File: config.mk
export PLATFORM = sky130hd
export DESIGN_NAME = audio_clk_gen
export DESIGN_NICKNAME = d
export VERILOG_FILES = /design/src/rtl/acg_pkg.sv /design/src/rtl/acg_prescale.sv /design/src/rtl/acg_bclk_div.sv /design/src/rtl/acg_frame_ctr.sv /design/src/rtl/audio_clk_gen.sv
export SDC_FILE = /design/constraint.sdc
export NUM_CORES = 1
export LEC_CHECK = 0
export ABC_AREA = 1
export BUFFER_PORTS_ARGS = -buffer_cell sky130_fd_sc_hd__buf_4
export CORE_ASPECT_RATIO = 2
export CORE_MARGIN = 2
export CORE_UTILIZATION = 52
export CTS_CLUSTER_SIZE = 28
export DETAILED_ROUTE_END_ITERATION = 12
export PLACE_DENSITY = 0.73
export SYNTH_ARGS = -nofsm -noshare
export SYNTH_HDL_FRONTEND = slang
export SYNTH_HIERARCHICAL = 1
export SYNTH_SLANG_ARGS = --single-unit
File: constraint.sdc
create_clock -name clk_i -period 2.8 [get_ports clk_i]
set_input_delay 0.56 -clock clk_i [delete_from_list [all_inputs] [get_ports clk_i]]
set_output_delay 0.56 -clock clk_i [all_outputs]
set_load 0.01 [all_outputs]
File: src/rtl/acg_pkg.sv
`timescale 1ns/1ps
package acg_pkg;
  localparam int PM_W      = 8;
  localparam int WL_W      = 4;
  localparam int DC_W      = 5;
  localparam int IDX_W     = WL_W + 1;
  localparam int I2S_BITS  = 32;
  localparam int I2S_WORDS = 2;

  typedef struct packed {
    logic [PM_W-1:0] pm;
    logic            psr;
    logic            div2;
    logic [WL_W-1:0] wl;
    logic [DC_W-1:0] dc;
    logic            i2s;
  } acg_cfg_t;
endpackage

File: src/rtl/acg_prescale.sv
`timescale 1ns/1ps
module acg_prescale #(
  parameter int PRE_DIV = 8
) (
  input  logic clk_i,
  input  logic rst_ni,
  input  logic run_i,
  input  logic psr_i,
  input  logic div2_i,
  output logic tick_o
);
  localparam int CW = $clog2(PRE_DIV);

  logic [CW-1:0] pre_q;
  logic          half_q;
  logic          tick_pre;

  assign tick_pre = psr_i ? (pre_q == CW'(PRE_DIV - 1)) : 1'b1;
  assign tick_o   = run_i & (div2_i ? (half_q & tick_pre) : tick_pre);

  always_ff @(posedge clk_i or negedge rst_ni) begin
    if (!rst_ni) begin
      pre_q  <= '0;
      half_q <= 1'b0;
    end else if (!run_i) begin
      pre_q  <= '0;
      half_q <= 1'b0;
    end else begin
      pre_q <= tick_pre ? '0 : pre_q + 1'b1;
      if (!div2_i)       half_q <= 1'b0;
      else if (tick_pre) half_q <= ~half_q;
    end
  end
endmodule

File: src/rtl/acg_bclk_div.sv
`timescale 1ns/1ps
module acg_bclk_div
  import acg_pkg::*;
(
  input  logic            clk_i,
  input  logic            rst_ni,
  input  logic            run_i,
  input  logic            tick_i,
  input  logic [PM_W-1:0] pm_i,
  output logic            bclk_o,
  output logic            rise_o
);
  logic [PM_W-1:0] hc_q;
  logic            bclk_q;
  logic            flip;

  assign flip   = tick_i && (hc_q == pm_i);
  assign rise_o = flip & ~bclk_q;
  assign bclk_o = bclk_q;

  always_ff @(posedge clk_i or negedge rst_ni) begin
    if (!rst_ni) begin
      hc_q   <= '0;
      bclk_q <= 1'b0;
    end else if (!run_i) begin
      hc_q   <= '0;
      bclk_q <= 1'b0;
    end else if (tick_i) begin
      if (flip) begin
        hc_q   <= '0;
        bclk_q <= ~bclk_q;
      end else begin
        hc_q <= hc_q + 1'b1;
      end
    end
  end
endmodule

File: src/rtl/acg_frame_ctr.sv
`timescale 1ns/1ps
module acg_frame_ctr
  import acg_pkg::*;
(
  input  logic             clk_i,
  input  logic             rst_ni,
  input  logic             run_i,
  input  logic             step_i,
  input  logic [IDX_W-1:0] bit_last_i,
  input  logic [DC_W-1:0]  word_last_i,
  input  logic             i2s_i,
  input  logic             i2s_next_i,
  output logic [IDX_W-1:0] bit_o,
  output logic [DC_W-1:0]  word_o,
  output logic             fs_o,
  output logic             wrap_o
);
  logic             started_q;
  logic [IDX_W-1:0] bit_q, nb;
  logic [DC_W-1:0]  word_q, nw;
  logic             fs_q, fs_n, mode, bit_end, word_end;

  assign bit_end  = (bit_q == bit_last_i);
  assign word_end = (word_q == word_last_i);
  assign wrap_o   = step_i & started_q & bit_end & word_end;

  always_comb begin
    nb = bit_q + 1'b1;
    nw = word_q;
    if (!started_q) begin
      nb = '0;
      nw = '0;
    end else if (bit_end) begin
      nb = '0;
      nw = word_end ? '0 : word_q + 1'b1;
    end
    // first word of a new frame obeys the mode loaded at that boundary
    mode = wrap_o ? i2s_next_i : i2s_i;
    fs_n = mode ? nw[0] : (nb == '0 && nw == '0);
  end

  always_ff @(posedge clk_i or negedge rst_ni) begin
    if (!rst_ni) begin
      started_q <= 1'b0;
      bit_q     <= '0;
      word_q    <= '0;
      fs_q      <= 1'b0;
    end else if (!run_i) begin
      started_q <= 1'b0;
      bit_q     <= '0;
      word_q    <= '0;
      fs_q      <= 1'b0;
    end else if (step_i) begin
      started_q <= 1'b1;
      bit_q     <= nb;
      word_q    <= nw;
      fs_q      <= fs_n;
    end
  end

  assign bit_o  = bit_q;
  assign word_o = word_q;
  assign fs_o   = fs_q;
endmodule

File: src/rtl/audio_clk_gen.sv
`timescale 1ns/1ps
module audio_clk_gen
  import acg_pkg::*;
#(
  parameter int PRE_DIV = 8
) (
  input  logic             clk_i,
  input  logic             rst_ni,
  input  logic             en_i,
  input  logic [PM_W-1:0]  pm_i,
  input  logic             psr_i,
  input  logic             div2_i,
  input  logic [WL_W-1:0]  wl_i,
  input  logic [DC_W-1:0]  dc_i,
  input  logic             i2s_i,
  output logic             bclk_o,
  output logic             fs_o,
  output logic [IDX_W-1:0] bit_idx_o,
  output logic [DC_W-1:0]  word_idx_o
);
  acg_cfg_t         cfg_in, cfg_q;
  logic             tick, rise, wrap;
  logic             act_i2s;
  logic [IDX_W-1:0] act_bit_last;
  logic [DC_W-1:0]  act_word_last;

  assign cfg_in = '{pm: pm_i, psr: psr_i, div2: div2_i, wl: wl_i, dc: dc_i, i2s: i2s_i};

  // shadow setup: open while idle, otherwise only at frame wrap
  always_ff @(posedge clk_i or negedge rst_ni) begin
    if (!rst_ni)             cfg_q <= '0;
    else if (!en_i || wrap)  cfg_q <= cfg_in;
  end

  assign act_i2s       = cfg_q.i2s;
  assign act_bit_last  = act_i2s ? IDX_W'(I2S_BITS - 1) : {cfg_q.wl, 1'b1};
  assign act_word_last = act_i2s ? DC_W'(I2S_WORDS - 1) : cfg_q.dc;

  acg_prescale #(.PRE_DIV(PRE_DIV)) u_pre (
    .clk_i  (clk_i),
    .rst_ni (rst_ni),
    .run_i  (en_i),
    .psr_i  (cfg_q.psr),
    .div2_i (cfg_q.div2),
    .tick_o (tick)
  );

  acg_bclk_div u_div (
    .clk_i  (clk_i),
    .rst_ni (rst_ni),
    .run_i  (en_i),
    .tick_i (tick),
    .pm_i   (cfg_q.pm),
    .bclk_o (bclk_o),
    .rise_o (rise)
  );

  acg_frame_ctr u_frm (
    .clk_i       (clk_i),
    .rst_ni      (rst_ni),
    .run_i       (en_i),
    .step_i      (rise),
    .bit_last_i  (act_bit_last),
    .word_last_i (act_word_last),
    .i2s_i       (act_i2s),
    .i2s_next_i  (i2s_i),
    .bit_o       (bit_idx_o),
    .word_o      (word_idx_o),
    .fs_o        (fs_o),
    .wrap_o      (wrap)
  );
endmodule

==> qor.txt <==
Clk sink count: 45
Top Ports: 35
Vias in the first global route: 2452
Final TNS setup: 0 ns
Crit-path max FO: 21
Worst hold slack: 0.242 ns
Arr. time, crit path: 2.63 ns
Max_cap viols: 0
CTS Buffer Depth: 2
Min Tclk post-route: 2.38 ns
Clock power share: 35.6%
DR iter-0 viols: 112
Core area: 5330 µm²
Min-delay worst type: input pin to asynchronous set/reset pin
Fmax: 0.420 GHz
Num CTS Buffers: 5
Internal power: 1020 µW
Fin. max-slew vios: 0
Overall power: 1400 µW
Synth Area per Inst: 7.16 µm²
Port Buffer Count: 34
Total Nets Final: 457
Syn. warnings: 6
Clk slew on worst S/H paths: 0.09 ns
Largest net degree at the start of global routing: 46
Initial DRT Pass Iterations: 4
RSZ-0062 raised after global routing: no
Global Route Usage Sum: 21.9%
Fraction of layout cells with a size suffix above 1: 19.8%
DR vias/cell: 5.08
Final hold viol count: 0
Row cnt: 38
DR DRC count: 0
Launching point of the worst reg2reg path: u_pre/pre_q[0]$_DFF_PN0_
Critical Path Start Type: flip-flop
WL per Instance: 12.3 µm
Net load switching power: 375 µW
Die height: 108 µm
Slew HR: 62.6%
Die Span X: 56.2 µm
Logic pwr share: 14.0%
Fin util: 60.5%
Post-Syn Instances: 395
Area delta synth->final: 13.9%
Setup violations, final: 0
Clk Latency, worst-skew pair: 0.31 ns
Initial antenna violation count: 0
Worst-margin pin slew: 0.562 ns
Final period util: 85.0%
Req. time, crit path: 3.05 ns
FF+latch count, synth: 45
Status: finished, final reports clean
Skew final: 0.00546 ns
Critical Path Sink Type: flip-flop
DPL Wire Length: 4460 µm
Initial Utilization: 53.1%
Pwr Density: 434 nW/µm²
Drt total wl: 6010 µm
Overflow after GRT: 0
Yosys cell types: 31
Pre-CTS setup slack: 0.316 ns
Netlist Area Pre-Place: 2830 µm²
Sequential share of power: 50.4%
Die area: 6080 µm²
First-pass GRT wire length: 10700 µm
Sw Share: 26.8%
Post-CTS setup buffer count: 0
Clk root buf: clkbuf_8
Worst R2R Setup Slack: 0.42 ns
Final GP Congestion: 0.870
Via count: 2487
Final setup margin: 0.421 ns
Reg2reg path depth: 14
Seq/Total Area, Yosys: 39.8%
R2r endpoint: cfg_q[2]$_DFFE_PN0P_
CTS tree: built
Leakage power: 0.00179 µW
VDD IR max: 429 µV
CTS H-Tree Depth: 2
WS Path Type: flip-flop to flip-flop
# diodes: 0
Routed Antenna Nets: 0
how the worst max path moves through the flow:
stage | startpoint | end | slack (ns) | cells past startpoint
floorplan | u_pre/pre_q[0]$_DFF_PN0_ | u_frm/fs_o$_DFFE_PN0P_ | 0.85 | 14
global placement | u_pre/pre_q[0]$_DFF_PN0_ | cfg_q[2]$_DFFE_PN0P_ | 0.41 | 14
detailed placement | u_pre/pre_q[0]$_DFF_PN0_ | cfg_q[2]$_DFFE_PN0P_ | 0.32 | 14
CTS | u_pre/pre_q[0]$_DFF_PN0_ | cfg_q[2]$_DFFE_PN0P_ | 0.29 | 14
global route | u_pre/pre_q[0]$_DFF_PN0_ | cfg_q[2]$_DFFE_PN0P_ | 0.15 | 14
finish | u_pre/pre_q[0]$_DFF_PN0_ | cfg_q[2]$_DFFE_PN0P_ | 0.42 | 14
state kept, by name (all words and copies together) (netlist names), 3 cells and up:
register	count
cfg_q	19
u_frm/bit_o	5
u_frm/word_o	5
u_pre/pre_q	3
u_div/hc_q	8
layout by cell type (no fill, tap or decap), types with 2 or more instances in the layout:
cell type    n
nand2_1    132
inv_1       53
dfrtp_1     45
nand3_1     42
buf_4       35
nor2_1      26
inv_2       11
o21ai_0     10
nand2_2      9
xor2_1       9
nor2_2       8
nand4_1      6
or2_1        5
clkbuf_8     5
ha_1         5
nor2_4       4
a21oi_1      3
nand3_2      3
o22ai_1      3
nand2_4      2
conb_1       2
nand3_4      2
worst max-delay path, cell delays in order (launching register included):
cell and delay, ns:
dfrtp_1 0.36, ha_1 0.15, ha_1 0.14, inv_1 0.05, nand2_2 0.08, inv_2 0.04, nor2_1 0.20, nand4_1 0.14
nor3_2 0.30, nand3_2 0.13, clkinv_2 0.07, inv_2 0.13, nand2_2 0.32, nand2_1 0.13, nand2_1 0.08
layout make-up:
cell class,count,area (µm²)
Fill cell,493,2100
Multi-Input combinational cell,277,1400
Sequential cell,45,1130
Timing Repair Buffer,35,263
Inverter,65,245
Tap cell,60,75.1
Clock buffer,6,72.6
Clock inverter,2,38.8
metrics by stage:
step | instance area, µm² | instances
2_1_floorplan | 2830 | 396
3_3_place_gp | 3110 | 482
3_5_place_dp | 3110 | 482
4_1_cts | 3220 | 490
5_1_grt | 3220 | 490
6_report | 3220 | 490
per-layer routing:
metal  track usage, %  part of all wire, %
met1             28.6                   44
met2             36.3                   49
met3             3.59                  5.0
met4             8.50                  2.3
met5                0                    0
timing repair:
action	CTS	global route
hold buffers	0	0
gates resized for setup	0	1
endpoints found under the setup margin	0	1
power by group through the flow:
stage                     registers [µW]  clock network [µW]  logic, µW
after floorplan                      708                   0        138
after global placement               717                   0        190
after detailed placement             718                   0        196
after CTS                            705                 513        197
after global routing                 710                 542        224
final                                705                 498        196
cells by family after synthesis:
family | count (synthesis) | synth area share (%)
DFF | 45 | 39.8
xor gates and xnor gates | 11 | 3.67
AOI/OAI and AO/OA | 18 | 3.54
adders and majority gates | 5 | 2.21
and+or+nand+nor | 241 | 39.7
other | 1 | 0.133
buffers and inverters | 74 | 10.9
synthesized netlist by cell type, drive strengths merged:
cell type,count,area (µm²)
o21ai,11,58.8
o22ai,3,18.8
nand3,47,275
clkbuf,1,3.75
xnor2,2,25.0
nand3b,1,7.51
buf,8,60.1
nand4,6,37.5
conb,1,3.75
xor2,9,78.8
nor2,38,193
o31ai,1,7.51
inv,64,240
clkinv,1,5.00
nand2,143,574
ha,5,62.6
dfrtp,45,1130
nor3,1,5.00
a21oi,3,15.0
or2,5,31.3
Note: power is estimated with default switching activity, not from simulation.
